==> src/rtl/fpmm_pkg.sv <==
`timescale 1ns/1ps
package fpmm_pkg;
    parameter int unsigned WORD_W   = 64;
    parameter int unsigned SP_EXP_W = 8;
    parameter int unsigned SP_MAN_W = 23;
    parameter int unsigned DP_EXP_W = 11;
    parameter int unsigned DP_MAN_W = 52;
    localparam int unsigned SP_W    = SP_EXP_W + SP_MAN_W + 1;
    localparam int unsigned MAG_W   = WORD_W - 1;

    // default quiet NaN: exponent all ones plus the top fraction bit
    localparam logic [WORD_W-1:0] SP_QNAN =
        ((WORD_W'(1) << (SP_EXP_W + 1)) - WORD_W'(1)) << (SP_MAN_W - 1);
    localparam logic [WORD_W-1:0] DP_QNAN =
        ((WORD_W'(1) << (DP_EXP_W + 1)) - WORD_W'(1)) << (DP_MAN_W - 1);

    // bit 1 selects maximum, bit 0 selects magnitude comparison
    typedef enum logic [1:0] {
        OP_MIN  = 2'b00,
        OP_MINA = 2'b01,
        OP_MAX  = 2'b10,
        OP_MAXA = 2'b11
    } mm_op_e;

    typedef struct packed {
        logic             sign;
        logic             nan;
        logic             snan;
        logic [MAG_W-1:0] mag;
    } opnd_t;

    typedef struct packed {
        logic              vld;
        logic              dbl;
        logic              invalid;
        logic              unimpl;
        logic [WORD_W-1:0] res;
    } out_t;
endpackage

==> src/rtl/fpmm_classify.sv <==
`timescale 1ns/1ps
module fpmm_classify
    import fpmm_pkg::*;
#(
    parameter int unsigned EXP_W = 8,
    parameter int unsigned MAN_W = 23
) (
    input  logic [EXP_W+MAN_W:0] bits_i,
    output opnd_t                info_o
);
    localparam int unsigned TOP = EXP_W + MAN_W;

    logic exp_ones;
    logic frac_nz;

    always_comb begin
        exp_ones      = &bits_i[TOP-1:MAN_W];
        frac_nz       = |bits_i[MAN_W-1:0];
        info_o        = '0;
        info_o.sign   = bits_i[TOP];
        info_o.nan    = exp_ones & frac_nz;
        info_o.snan   = exp_ones & frac_nz & ~bits_i[MAN_W-1];
        info_o.mag[TOP-1:0] = bits_i[TOP-1:0];
    end
endmodule

==> src/rtl/fpmm_order.sv <==
`timescale 1ns/1ps
module fpmm_order
    import fpmm_pkg::*;
(
    input  opnd_t  a_i,
    input  opnd_t  b_i,
    input  mm_op_e op_i,
    output logic   take_b_o,
    output logic   bad_o
);
    logic mag_lt;
    logic mag_gt;
    logic mag_eq;
    logic a_below;
    logic b_below;
    logic num_take_b;

    always_comb begin
        mag_lt = a_i.mag < b_i.mag;
        mag_gt = a_i.mag > b_i.mag;
        mag_eq = !mag_lt && !mag_gt;

        // signed ordering; -0 ranks below +0 through the sign test
        if (a_i.sign != b_i.sign) begin
            a_below = a_i.sign;
            b_below = b_i.sign;
        end else if (!a_i.sign) begin
            a_below = mag_lt;
            b_below = mag_gt;
        end else begin
            a_below = mag_gt;
            b_below = mag_lt;
        end

        unique case (op_i)
            OP_MIN:  num_take_b = b_below;
            OP_MAX:  num_take_b = a_below;
            OP_MINA: num_take_b = mag_gt || (mag_eq && b_below);
            OP_MAXA: num_take_b = mag_lt || (mag_eq && a_below);
            default: num_take_b = 1'b0;
        endcase

        bad_o = a_i.snan || b_i.snan || (a_i.nan && b_i.nan);
        if (a_i.nan)      take_b_o = 1'b1;
        else if (b_i.nan) take_b_o = 1'b0;
        else              take_b_o = num_take_b;
    end
endmodule

==> src/rtl/fpmm_assemble.sv <==
`timescale 1ns/1ps
module fpmm_assemble
    import fpmm_pkg::*;
(
    input  logic              dbl_i,
    input  logic              bad_i,
    input  logic              take_b_i,
    input  logic              unimpl_i,
    input  logic [WORD_W-1:0] a_word_i,
    input  logic [WORD_W-1:0] b_word_i,
    output logic [WORD_W-1:0] res_o,
    output logic              invalid_o
);
    always_comb begin
        invalid_o = 1'b0;
        if (unimpl_i) begin
            res_o = '0;
        end else if (bad_i) begin
            res_o     = dbl_i ? DP_QNAN : SP_QNAN;
            invalid_o = 1'b1;
        end else begin
            res_o = take_b_i ? b_word_i : a_word_i;
        end
    end
endmodule

==> src/rtl/fp_minmax.sv <==
`timescale 1ns/1ps
module fp_minmax
    import fpmm_pkg::*;
(
    input  logic              clk,
    input  logic              rst_n,
    input  logic              in_valid,
    input  logic              in_dbl,
    input  logic [1:0]        in_op,
    input  logic              rev6_ok,
    input  logic [WORD_W-1:0] opa,
    input  logic [WORD_W-1:0] opb,
    output logic              out_valid,
    output logic [WORD_W-1:0] out_result,
    output logic              out_invalid,
    output logic              out_unimpl
);
    localparam int unsigned N_OPND = 2;

    logic [WORD_W-1:0] raw_w  [N_OPND];
    logic [WORD_W-1:0] used_w [N_OPND];
    opnd_t             sp_info[N_OPND];
    opnd_t             dp_info[N_OPND];
    opnd_t             sel_info[N_OPND];

    logic              take_b;
    logic              bad;
    logic [WORD_W-1:0] res_c;
    logic              inv_c;
    out_t              st_d;
    out_t              st_q;

    assign raw_w[0] = opa;
    assign raw_w[1] = opb;

    for (genvar g = 0; g < N_OPND; g++) begin : g_opnd
        fpmm_classify #(.EXP_W(SP_EXP_W), .MAN_W(SP_MAN_W)) u_sp (
            .bits_i (raw_w[g][SP_W-1:0]),
            .info_o (sp_info[g])
        );
        fpmm_classify #(.EXP_W(DP_EXP_W), .MAN_W(DP_MAN_W)) u_dp (
            .bits_i (raw_w[g]),
            .info_o (dp_info[g])
        );
        assign sel_info[g] = in_dbl ? dp_info[g] : sp_info[g];
        assign used_w[g]   = in_dbl ? raw_w[g]
                                    : {{(WORD_W-SP_W){1'b0}}, raw_w[g][SP_W-1:0]};
    end

    fpmm_order u_order (
        .a_i      (sel_info[0]),
        .b_i      (sel_info[1]),
        .op_i     (mm_op_e'(in_op)),
        .take_b_o (take_b),
        .bad_o    (bad)
    );

    fpmm_assemble u_asm (
        .dbl_i     (in_dbl),
        .bad_i     (bad),
        .take_b_i  (take_b),
        .unimpl_i  (!rev6_ok),
        .a_word_i  (used_w[0]),
        .b_word_i  (used_w[1]),
        .res_o     (res_c),
        .invalid_o (inv_c)
    );

    always_comb begin
        st_d     = st_q;
        st_d.vld = in_valid;
        if (in_valid) begin
            st_d.dbl     = in_dbl;
            st_d.unimpl  = !rev6_ok;
            st_d.invalid = inv_c;
            st_d.res     = res_c;
        end
    end

    always_ff @(posedge clk or negedge rst_n) begin
        if (!rst_n) st_q <= '0;
        else        st_q <= st_d;
    end

    assign out_valid   = st_q.vld;
    assign out_result  = st_q.res;
    assign out_invalid = st_q.invalid;
    assign out_unimpl  = st_q.unimpl;

    // one-cycle latency of the valid strobe
    a_r12_valid_follows: assert property (@(posedge clk) disable iff (!rst_n)
        in_valid |=> out_valid);
    a_r12_valid_drops: assert property (@(posedge clk) disable iff (!rst_n)
        !in_valid |=> !out_valid);

    // older revision yields only the unimplemented flag
    a_r11_unimpl: assert property (@(posedge clk) disable iff (!rst_n)
        (in_valid && !rev6_ok) |=> (out_unimpl && !out_invalid && out_result == '0));

    // single-format results carry zero upper bits
    a_r9_upper_zero: assert property (@(posedge clk) disable iff (!rst_n)
        (out_valid && !st_q.dbl) |-> (out_result[WORD_W-1:SP_W] == '0));

    // an invalid result is always the default quiet NaN of its format
    a_r8_default_nan: assert property (@(posedge clk) disable iff (!rst_n)
        (out_valid && out_invalid) |-> (out_result == (st_q.dbl ? DP_QNAN : SP_QNAN)));

    // a valid non-invalid result is one of the two operands
    a_r7_is_operand: assert property (@(posedge clk) disable iff (!rst_n)
        (in_valid && rev6_ok) |=> (out_invalid
            || out_result == $past(used_w[0]) || out_result == $past(used_w[1])));
endmodule

==> config.mk <==
export PLATFORM = sky130hd
export DESIGN_NAME = fp_minmax
export DESIGN_NICKNAME = d
export VERILOG_FILES = /design/src/rtl/fpmm_pkg.sv /design/src/rtl/fpmm_classify.sv /design/src/rtl/fpmm_order.sv /design/src/rtl/fpmm_assemble.sv /design/src/rtl/fp_minmax.sv
export SDC_FILE = /design/constraint.sdc
export NUM_CORES = 1
export LEC_CHECK = 0
export ABC_AREA = 1
export BUFFER_PORTS_ARGS = -buffer_cell sky130_fd_sc_hd__buf_4
export CAP_MARGIN = 0
export CORE_ASPECT_RATIO = 1.5
export CORE_UTILIZATION = 25
export CTS_BUF_LIST = sky130_fd_sc_hd__clkbuf_2 sky130_fd_sc_hd__clkbuf_4 sky130_fd_sc_hd__clkbuf_8
export DETAILED_ROUTE_END_ITERATION = 16
export SYNTH_ARGS = -nofsm -noshare
export SYNTH_HDL_FRONTEND = slang
export SYNTH_SLANG_ARGS = --single-unit
==> constraint.sdc <==
create_clock -name clk -period 0.9 [get_ports clk]
set_clock_uncertainty 0.1 [all_clocks]
set_input_delay 0.09 -clock clk [delete_from_list [all_inputs] [get_ports clk]]
set_output_delay 0.09 -clock clk [all_outputs]
set_load 0.05 [all_outputs]
**After elaboration in Yosys (flattened, before gate mapping)**

Cells that the tools add are included.
Widths: inputs -> output; s select.

- Logic and storage cells: 59
- Bits of input ports: 135
- Output and inout bits: 67
- Bits in registers: 67

- Reduce and logical (&&, ||, !) cells: 20
- Equality and inequality tests: 4
- Mux-type cells: 17
- Order comparisons: 2
- Bitwise logic cells: 12

Operators by type and width:

| kind | count |
|---|---|
| $mux 64 | 5 |
| $mux 66 | 2 |
| $reduce_or 52->1 | 2 |
| $gt 63x63->1 | 1 |
| $lt 63x63->1 | 1 |
| $mux 63 | 1 |
| $reduce_or 23->1 | 2 |
| $reduce_and 11->1 | 2 |
| $reduce_and 8->1 | 2 |
| $and 1x1->1 | 8 |
| $mux 1 | 8 |
| $eq 2x2->1 const B | 2 |
| $logic_and 1x1->1 | 4 |
| $logic_or 1x1->1 | 4 |
| $not 1->1 | 4 |
| $pmux 1 s4 | 1 |
| $logic_not 1->1 | 3 |
| $eq 2x1->1 const B | 1 |
| $logic_not 2->1 | 1 |
| $ne 1x1->1 | 1 |

**Depth between registers and ports, before layout**

Gate-level depths: netlist of run 1.

- Word-level depth: 15
- Mapped depth: 29
- Depth with buffers taken out: 24

**Cells and area by module**

Synthesis of run 1 repeated with hierarchy kept, for this count alone.

- Cell total of the unflattened synthesis: 1882
- Area total of the unflattened synthesis: 10480.1 um^2

By module, submodules not included:

| module | seq. area each (um^2) | times used | cells each | area an instance (um^2) |
|---|---|---|---|---|
| fp_minmax | 1676.6 | 1 | 842 | 4725.8 |
| fpmm_order | 0.0 | 1 | 330 | 1930.6 |
| fpmm_classify at g_opnd[0].u_dp ... | 0.0 | 2 | 121 | 708.2 |
| fpmm_assemble | 0.0 | 1 | 282 | 1211.2 |
| fpmm_classify at g_opnd[0].u_sp ... | 0.0 | 2 | 93 | 598.1 |

**Least setup slack after synthesis of run 1**

Ideal clock, no wire load.

- Path kind: in2reg
- From: input port in_dbl
- To: register st_q, in the netlist out_result[51]
- Path buffers: 7
- Stages on the path: 27
- Library setup time: 0.130 ns
- Arrival: 3.393 ns
- Required time: 0.670 ns
- Setup slack: -2.723 ns
- Cells stage by stage: clkbuf_1 -> clkbuf_1 -> buf_1 -> clkbuf_1 -> buf_1 -> nand2_1 -> ha_1 -> nand2_1 -> nor2_1 -> nand2_1 -> inv_1 -> nand2_1 -> inv_1 -> nand2_1 -> nand2_1 -> nor2_1 -> nand2_2 -> nand2_2 -> nand2_1 -> o21ai_0 -> nand2_1 -> nand2_2 -> nand2_4 -> buf_8 -> buf_6 -> o211ai_1 -> nand3_1

- Cells in the longest elaborated chain, start to end: 12
- Elaborated cells on any way between the ends: 28
- Those cells by class: order compare (2); eq/ne (1); mux (15); reduce/logical (10)

RTL lines:

| element | line | source |
|---|---|---|
| start, declared | fp_minmax.sv:8 | `input logic in_dbl,` |
| $mux 66 | fp_minmax.sv:45 | `assign sel_info[g] = in_dbl ? dp_info[g] : sp_info[g];` |
| $lt 63x63->1 or $gt 63x63->1 (tied branches) | fpmm_order.sv:19, fpmm_order.sv:20 |  |
| $mux 1 or $logic_not 1->1 (tied branches) | fpmm_order.sv:27, fpmm_order.sv:21 |  |
| $mux 1 or $logic_and 1x1->1 (tied branches) | fpmm_order.sv:24, fpmm_order.sv:21 |  |
| $logic_and 1x1->1, on equally long branches | fpmm_order.sv:39, fpmm_order.sv:38 |  |
| $logic_or 1x1->1, on equally long branches | fpmm_order.sv:39, fpmm_order.sv:38 |  |
| $pmux 1 s4 | fpmm_order.sv:35 | `unique case (op_i)` |
| $mux 1 | fpmm_order.sv:45 | `else if (b_i.nan) take_b_o = 1'b0;` |
| $mux 1 | fpmm_order.sv:44 | `if (a_i.nan) take_b_o = 1'b1;` |
| $mux 64 | fpmm_assemble.sv:22 | `res_o = take_b_i ? b_word_i : a_word_i;` |
| $mux 64 * | fpmm_assemble.sv:18 | `end else if (bad_i) begin` |
| $mux 64 * | fpmm_assemble.sv:16 | `if (unimpl_i) begin` |
| end signal, assigned | fp_minmax.sv:82 | `else st_q <= st_d;` |
| end, declared | fp_minmax.sv:31 | `out_t st_q;` |

Every way passes the cells marked *; elsewhere a longest branch is shown, timed or not.
A chain may end at the register's enable or synchronous reset.

**Worst setup path after layout of run 1**

- From: input port in_dbl
- To: register st_q, in the netlist out_result[6]

Same word-level chain as after synthesis.

==> metrics, run 1 <==
largest delay contributor family on the critical path=simple AND/OR/NAND/NOR gates; max-slew violations=0; vias in the first global route=7,719; CTS tree=done; CP max stage delay=0.27 ns; Cells after Synth=898; worst-skew pair later-pin latency=0.36 ns; VDD IR max=0.595 mV; Yosys cell types=37; Slowest-stage cell, CP=ha_4; Gate power share=53.4%; post-synthesis sequential area ratio=28.7%; Inserted Clock Buffers=9; pin count of the biggest net entering global routing=36; Net Sw Frac=41.8%; Hold Fails Final Rpt=4; syn_nets=1,096; R2R depth=2; Crit Path Category=in -> reg; initial core utilization=25.5%; worst setup margin=-1.61 ns; sw power=5520 uW; critical path launch point type=primary input; HP Class=in -> async; die area=24,000 um2; Syn Area/Cell=6.51 um2; Max Freq=0.398 GHz; WP data required=1.08 ns; RR Endpoint=out_result[45]$_DFFE_PN0P_; gr usage total=21.3%; failing checks=negative hold slack, negative setup slack; first-pass GRT wire length=39,300 um; ANT nets after route=0; Placed Area=9040 um2; DRC violation count after routing=0; Clk pwr share=18.6%; mapped cell area=5850 um2; final HPWL from detailed placement=19,700 um; Int Pwr=7700 uW; Synth Warn #=0; Critical Path AT=2.69 ns; Lkg Pwr=0.00556 uW; pwr dens=1260 nW/um2; WP buf/inv=5; Vias=7,451; Final min period=2.51 ns; worst rel slew slack=67.0%; RSZ-0062 raised after global routing=yes; final hold slack=-0.00888 ns; Boundary Pins=202; number of synthesized register bits=67; area growth from synthesis to layout=79.5%; drt first pass iters=5; GR Overflow Total=0; core area=23,000 um2; CTS sink cnt=67; max-capacitance violation count=0; Final Non-Filler Cells=1,563; Tightest Pin Transition=0.491 ns; number of cells after detailed placement=1,509; initial antenna violation count=1; WL/cell=16.6 um; fin util=45.7%; Via density=4.77; initial DRC count=221; cts hold-fix bufs=22; final setup fails=132; Filler Cell Count=2,285; clock root buffer=clkbuf_8; layout net count=1,476; critical path capture point type=flop; Worst Path Max Fanout=22; status=finished with violations; clock tree buffer depth=2; Final GP Congestion=0.921; Final Instance Area=10,500 um2; sequential fraction of design power=28.0%; most frequent cells in the layout=nand2_1 (296), buf_4 (286), inv_1 (86); reg2reg start=out_result[45]$_DFFE_PN0P_; final WL=25,900 um; die height=189 um; # rows=68; CTS H-Tree Depth=3; commonest non-fill, non-tap cell in the layout=nand2_1; Die Wd=127 um; final critical-path share of the clock period=279%; clock transition at the registers of the reported paths=0.07 ns; share of cells above drive strength 1=40.2%; port bufs=201; worst reg-to-reg setup slack=0.11 ns
==> kinds of logic (layout without fill, tap and decap cells) <==
family,Yosys count,after routing,synth area share (%)
other cells,0,1,0
flops,67,67,28.7
simple gates,478,479,34.0
buf+inv,137,520,9.88
fa+ha+maj,63,63,13.5
compound gates,153,153,13.9
==> layer usage <==
layer | wire, um | track usage, % | vias to the layer above
met5 | 0 | 0 | -
met4 | 1320 | 10.9 | 0
met3 | 1220 | 3.81 | 66
met2 | 14000 | 41.0 | 237
met1 | 9370 | 21.4 | 3465
li1 | - | - | 3683
==> sequential cells by signal, indices dropped and copies added, names as in the netlist <==
register / cells
out_result: 64
out_invalid: 1
out_unimpl: 1
out_valid: 1
==> power groups by stage <==
stage | sequential [uW] | combinational [uW] | clock, uW
after global routing | 3750 | 7570 | 2670
after detailed placement | 3690 | 5850 | 0
after global placement | 3700 | 5800 | 0
final | 3710 | 7050 | 2460
after CTS | 3700 | 6580 | 2540
after floorplan | 4940 | 2000 | 0
==> stage by stage <==
step           worst slack (ns)  TNS [ns]  power (uW)  hold slack (ns)
4_1_cts                   -1.62   -114.99       12800          -0.0257
3_5_place_dp              -2.07   -128.97        9540           -0.174
2_1_floorplan             -1.92   -119.67        6940           -0.306
5_1_grt                   -1.77   -127.36       14000         -0.00179
3_3_place_gp              -2.02   -126.13        9500           -0.173
6_report                  -1.61   -114.70       13200         -0.00888
==> how the worst max path moves through the flow <==
stage	start	end	slack, ns	cells past startpoint
2_1_floorplan	in_dbl	out_result[51]$_DFFE_PN0P_	-1.92	22
4_1_cts	in_dbl	out_result[57]$_DFFE_PN0P_	-1.62	25
3_3_place_gp	in_dbl	out_result[61]$_DFFE_PN0P_	-2.02	25
3_5_place_dp	in_dbl	out_result[61]$_DFFE_PN0P_	-2.07	26
6_report	in_dbl	out_result[6]$_DFFE_PN0P_	-1.61	25
5_1_grt	in_dbl	out_result[49]$_DFFE_PN0P_	-1.77	21
==> cell type report <==
class | count | area, um2 | area share, %
multi-input combinational | 695 | 4140 | 39.4
timing repair buffer | 404 | 3760 | 35.8
sequential | 67 | 1680 | 16.0
inverter | 101 | 389 | 3.71
tap | 280 | 350 | 3.34
clock buffer | 13 | 173 | 1.64
clock inverter | 2 | 10.0 | 0.0953
antenna | 1 | 2.50 | 0.0238
==> synthesized netlist by cell type, drive strengths merged <==
master	instances	area, um2
a21boi	1	7.51
and3	2	12.5
nor3b	1	7.51
nand3	29	163
nand2	325	1230
inv	101	379
a22oi	1	12.5
o21a	3	22.5
a21oi	45	236
nor2	77	304
ha	63	788
nand4	18	113
clkbuf	12	46.3
nor4	15	93.8
a21o	3	22.5
nor3	8	40.0
dfrtp	67	1680
o21ai	94	470
buf	24	153
or2	1	6.26
nand3b	2	15.0
o211ai	5	37.5
o22ai	1	6.26
==> repair_timing <==
action                                 CTS  global route
buffers inserted                         2             1
gates resized for setup                129            84
gates cloned                             5             9
setup endpoints to repair              132           132
pin swaps                               13            21
endpoints found under the hold margin   85             4
(Power assumes the default switching activity.)
==> run 2: changes to the inputs <==
- CORE_UTILIZATION: 25 -> 53
- PLACE_DENSITY: unset -> 0.84
==> run 2 against run 1 <==
  * The run now fails in 4_1_cts
  * Synthesized cell count unchanged
  * Synthesized area unchanged
==> metrics, run 2 <==
post-synth top area share=28.7%; Post-synth top cells=nand2_1 (321), inv_1 (100), nor2_1 (73); Die Wd=87.8 um; Final GP Congestion=0.929; post-synthesis sequential area ratio=28.7%; First Err=[ERROR DPL-0038] Utilization greater than 100%, impossible to legalize; Cells after Synth=898; final HPWL from detailed placement=17,700 um; port bufs=201; die height=131 um; cts hold-fix bufs=21; initial core utilization=54.9%; Post-synth EDFFs=0; cell taking the most area after synthesis=dfrtp_1; # rows=46; Inserted Clock Buffers=9; number of synthesized register bits=67; Post-CTS Setup Bufs=30; CTS sink cnt=67; Synth Warn #=0; Post-synth top flop=dfrtp_1; clock tree buffer depth=2; CTS H-Tree Depth=3; clock root buffer=clkbuf_8; number of cells after detailed placement=1,370; mapped cell area=5850 um2; Syn Area/Cell=6.51 um2; top post-synthesis cells by area=dfrtp_1 (29%), nand2_1 (21%), ha_1 (13%); syn_nets=1,096; Exit stage=4_1_cts; status=aborted with a tool error; # resized after CTS=238; Boundary Pins=202; count leader, synth=nand2_1; Async SR Flop Fraction=100%; Yosys cell types=37
-- run 2: kinds of logic after synthesis --
logic type,synth area share (%)
buffers and inverters,9.88
and+or+nand+nor,34.0
AOI/OAI and AO/OA,13.9
DFF,28.7
adders and majority gates,13.5
-- run 2: stage by stage --
| step | setup WS, ns | util, % | setup TNS (ns) | cell area (um2) |
|---|---|---|---|---|
| 2_1_floorplan | -1.92 | - | -119.67 | 6100 |
| 3_3_place_gp | -1.98 | 83.7 | -124.58 | 8910 |
| 3_5_place_dp | -2.14 | 83.7 | -132.56 | 8910 |
==> run 3: changes to the inputs <==
- CORE_ASPECT_RATIO: 1.5 -> unset
- CORE_UTILIZATION: 53 -> 40
- CTS_BUF_LIST: sky130_fd_sc_hd__clkbuf_2 sky130_fd_sc_hd__clkbuf_4 sky130_fd_sc_hd__clkbuf_8 -> unset
- PLACE_DENSITY: 0.84 -> unset
- PLACE_DENSITY_LB_ADDON: unset -> 0.15
==> run 3 against run 2 <==
  * The flow now finishes, with violations (negative hold slack, negative setup slack)
==> metrics, run 3 (same netlist as run 1, synthesis figures left out) <==
status=finished with violations; failing checks=negative hold slack, negative setup slack; Critical Path AT=2.84 ns; CTS sink cnt=67; worst-skew pair later-pin latency=0.35 ns; Endpoint, Worst Hold=out_result[13]$_DFFE_PN0P_; CTS H-Tree Depth=3; HP Class=in -> reg; Worst Path Max Fanout=7; critical path launch point type=primary input; CP most frequent cell=nand2_2; clock root buffer=clkbuf_16; CP max stage delay=0.27 ns; Critical Path Source=in_dbl; drt first pass iters=5; RR Endpoint=out_result[50]$_DFFE_PN0P_; area growth from synthesis to layout=92.6%; Min-Delay Startpoint=opa[13]; final WL=27,100 um; ant diodes=0; die area=15,100 um2; max reg flops=64; gr usage total=32.9%; final HPWL from detailed placement=16,700 um; multi-input combinational cell area=4550 um2; final setup fails=132; initial DRC count=559; port bufs=201; VDD IR max=1.18 mV; Max Freq=0.368 GHz; Final min period=2.72 ns; WP data required=1.03 ns; R2R depth=4; sw power=6100 uW; DRC violation count after routing=0; sequential fraction of design power=24.5%; pwr dens=1340 nW/um2; Clk pwr share=23.4%; Final GP Congestion=0.994; pin count of the biggest net entering global routing=38; initial antenna violation count=0; core area=14,100 um2; Pwr Total=15,000 uW; final critical-path share of the clock period=302%; Gate power share=52.0%; Placed Area=8900 um2; vias in the first global route=7,853; clock transition at the registers of the reported paths=0.06 ns; first-pass GRT wire length=38,000 um; worst reg-to-reg setup slack=-0.07 ns; critical path capture point type=flop; WL/cell=18.1 um; share of cells above drive strength 1=49.0%; instance count on the critical path=25; Vias=8,191; Tightest Pin Transition=0.442 ns; Int Pwr=8940 uW; ANT nets after route=0; Crit Path Category=in -> reg; Inserted Clock Buffers=9; Lkg Pwr=0.00600 uW; Via density=5.47; Slowest-stage cell, CP=ha_4; GR Overflow Total=0; commonest non-fill, non-tap cell in the layout=buf_4; # rows=43; Min-Delay Path Depth=3; initial core utilization=41.5%; Boundary Pins=202; worst rel slew slack=70.3%; WP buf/inv=6; most frequent cells in the layout=buf_4 (316), nand2_1 (256), inv_1 (82), buf_6 (82), o21ai_1 (68); Net Sw Frac=40.6%; die height=123 um; Register Area=1680 um2; layout net count=1,511; RSZ-0062 raised after global routing=yes; clock tree buffer depth=2; Die Wd=123 um; max-slew violations=0; reg2reg start=out_result[50]$_DFFE_PN0P_; largest delay contributor family on the critical path=simple AND/OR/NAND/NOR gates; max-capacitance violation count=0; CTS tree=done; Filler Cell Count=919; final hold slack=-0.00612 ns; worst setup margin=-1.82 ns; Final Instance Area=11,300 um2; Hold Fails Final Rpt=1
[run 3: worst max path at each step]
| stage | to | slack (ns) |
|---|---|---|
| 2_1_floorplan | out_result[51]$_DFFE_PN0P_ | -1.92 |
| 3_3_place_gp | out_result[61]$_DFFE_PN0P_ | -1.99 |
| 3_5_place_dp | out_result[34]$_DFFE_PN0P_ | -2.08 |
| 4_1_cts | out_result[29]$_DFFE_PN0P_ | -1.66 |
| 5_1_grt | out_result[1]$_DFFE_PN0P_ | -1.96 |
| 6_report | out_result[37]$_DFFE_PN0P_ | -1.82 |
[run 3: worst min-delay path, cell delays in order]
cell and delay [ns]:
buf_4 0.11, o21ai_1 0.07, o21ai_1 0.13
[run 3: what timing repair did]
item	CTS	global route
endpoints found under the hold margin	74	0
endpoints found under the setup margin	132	132
pin swaps	44	56
resized for setup	195	153
hold buffers	8	0
gates cloned	8	8
setup buffers	44	12
[run 3: routing by layer]
metal  vias up  GRT usage, %  share of wire (%)
met2       447          56.1                 49
met5         -             0                  0
li1       3764             -                  -
met1      3865          39.8                 39
met3       115          5.44                7.1
met4         0          17.1                5.1
[run 3: through the flow]
step                worst slack (ns)  hold slack (ns)  TNS [ns]  util (%)  instances
detailed placement             -2.08          -0.0252   -130.88      63.2       1404
global placement               -1.99          -0.0182   -125.15      63.2       1404
finish                         -1.82         -0.00612   -125.31      79.9       1498
floorplan                      -1.92           -0.306   -119.67         -        898
global route                   -1.96           0.0124   -134.31      79.9       1498
CTS                            -1.66          0.00423   -115.81      74.8       1480
[run 3: cell type report]
| cell class | instances | share of cell area [%] |
|---|---|---|
| clock buffers | 14 | 2.43 |
| clock inverters | 2 | 0.0889 |
| multi-input cells | 694 | 40.4 |
| well taps | 180 | 2.00 |
| flip-flops and latches | 67 | 14.9 |
| inverters | 101 | 3.59 |
| repair buffers | 440 | 36.6 |
[run 3: power groups by stage]
stage                     Clock (uW)  Sequential (uW)  Combinational (uW)
after floorplan                    0             4940                2000
after global placement             0             3670                5630
after detailed placement           0             3670                5690
after CTS                       3530             3690                6880
after global routing            3660             3720                8270
final                           3530             3690                7830
==> run 4: changes to the inputs <==
- TNS_END_PERCENT: unset -> 10
==> run 4 against run 3 <==
  * The run ends with negative setup slack left
  * Die area did not move
  * Cell count fell by 2.5%
  * Combinational power fell by 13%
  * Clock power rose by 4%
  * Core utilization fell by 6.2 points
  * Maximum frequency rose by 6.3%
  * Via count fell by 7.8%
  * Critical path type unchanged
  * Critical endpoint is now out_result[61]$_DFFE_PN0P_
  * Highest routed layer unchanged
==> metrics, run 4 (same netlist as run 1, synthesis figures left out) <==
share of cells above drive strength 1=42.2%; most frequent cells in the layout=buf_4 (298), nand2_1 (277), inv_1 (91); vias in the first global route=7,351; status=finished with violations; Net Sw Frac=39.3%; pwr dens=1370 nW/um2; CTS tree=done; critical path capture point type=flop; initial core utilization=41.5%; ANT nets after route=0; # rows=43; clock transition at the registers of the reported paths=0.06 ns; HP Class=in -> reg; Critical Path Source=in_dbl; Int Pwr=8620 uW; pin count of the biggest net entering global routing=35; met3 WL post-DR=1530 um; RR Endpoint=out_invalid$_DFFE_PN0P_; final WL=23,200 um; CTS H-Tree Depth=3; first-pass GRT wire length=35,900 um; Final GP Congestion=0.937; WP data required=1.04 ns; sequential fraction of design power=25.9%; Filler Cell Count=1,088; ordered list of cells on the worst path=buf_12 -> buf_8 -> nand2_4 -> inv_2 -> buf_4 -> buf_4 -> buf_4 -> buf_4 -> buf_4 -> buf_4 -> buf_4 -> buf_4 -> buf_4 -> buf_4 -> buf_4 -> buf_4 -> buf_4 -> buf_4 -> buf_4 -> buf_4 -> o21ai_1 -> nand2_1 -> nand2_1 -> nand2_1; commonest non-fill, non-tap cell in the layout=buf_4; final setup fails=132; GR Overflow Total=0; drt first pass iters=5; worst-skew pair later-pin latency=0.34 ns; worst setup margin=-1.65 ns; gr usage total=30.8%; R2R depth=2; Die Wd=123 um; Tightest Pin Transition=0.474 ns; failing checks=negative setup slack; met1 wire length=10,200 um; area growth from synthesis to layout=77.7%; Lkg Pwr=0.00563 uW; final critical-path share of the clock period=284%; VDD IR max=0.925 mV; port bufs=201; Worst Path Max Fanout=5; WP buf/inv=19; sw power=5570 uW; Clk pwr share=25.9%; critical path launch point type=primary input; clock root buffer=clkbuf_16; die area=15,100 um2; Vias=7,550; Slowest-stage cell, CP=buf_8; Critical Path AT=2.69 ns; max reg flops=64; Gate power share=48.1%; core area=14,100 um2; Endpoint, Worst Hold=out_result[29]$_DFFE_PN0P_; layout net count=1,473; Crit Path Category=in -> reg; Boundary Pins=202; DR WL met2=10,500 um; max-slew violations=0; worst reg-to-reg setup slack=0.11 ns; final HPWL from detailed placement=16,900 um; max-capacitance violation count=0; Inserted Clock Buffers=9; Final min period=2.55 ns; WL/cell=15.9 um; CTS sink cnt=67; Min-Delay Startpoint=opa[29]; largest delay contributor family on the critical path=buffers and inverters; initial DRC count=474; Min-Delay Path Depth=5; worst rel slew slack=68.2%; clock tree buffer depth=2; ant diodes=0; CP most frequent cell=buf_4; Hold Fails Final Rpt=0; die height=123 um; uppermost layer routed=met4; initial antenna violation count=0; Max Freq=0.392 GHz; DRC violation count after routing=0; Pwr Total=14,200 uW; dpl ws=-2.06 ns; reg2reg start=out_invalid$_DFFE_PN0P_; RSZ-0062 raised after global routing=yes; Via density=5.17; CP max stage delay=0.14 ns
-- run 4: through the flow --
step                cell area (um2)  instances  hold WS, ns  util [%]  setup TNS (ns)
floorplan                      6050        898       -0.306         -         -120.06
global placement               8920       1405       -0.150      63.3         -125.19
detailed placement             8920       1405       -0.150      63.3         -129.57
CTS                           10000       1453      0.00183      71.1         -110.82
global route                  10400       1460       0.0248      73.7         -128.30
finish                        10400       1460      0.00886      73.7         -113.12
-- run 4: worst max path at each step --
stage                                             to  slack (ns)  cells after the start
final                     out_result[61]$_DFFE_PN0P_       -1.65                     24
after detailed placement  out_result[30]$_DFFE_PN0P_       -2.06                     25
after global routing      out_result[22]$_DFFE_PN0P_       -1.86                     27
after floorplan           out_result[51]$_DFFE_PN0P_       -1.92                     22
after CTS                 out_result[30]$_DFFE_PN0P_       -1.58                     23
after global placement    out_result[62]$_DFFE_PN0P_       -1.99                     27
-- run 4: cell type report --
class                   instances  area (um2)  area share (%)
inverters                     101         394            3.79
repair buffers                402        3620            34.9
clock buffers                  12         256            2.47
well taps                     180         225            2.17
flip-flops and latches         67        1680            16.1
multi-input cells             694        4160            40.1
clock inverters                 4        48.8           0.470
-- run 4: power by group through the flow --
stage / clock network [uW] / logic (uW) / registers, uW
after floorplan: 0 / 1940 / 4940
after global placement: 0 / 5660 / 3660
after detailed placement: 0 / 5690 / 3660
after CTS: 3740 / 6330 / 3680
after global routing: 3860 / 7330 / 3720
final: 3680 / 6840 / 3680
-- run 4: per-layer routing --
layer | vias to the layer above | global-route usage, %
li1 | 3682 | -
met1 | 3478 | 41.7
met2 | 325 | 48.4
met3 | 65 | 3.55
met4 | 0 | 15.7
met5 | - | 0
-- run 4: worst min-delay path, delay by kind of cell --
family	cells	cell delay, ns
buffers and inverters	1	0.12
AND/OR/NAND/NOR	4	0.21
-- run 4: what timing repair did --
item	4_1_cts	5_1_grt
pin swaps	18	38
resized for setup	146	74
hold buffers	10	0
cloned	3	3
setup buffers	19	4
hold endpoints to repair	76	0
setup endpoints to repair	132	132
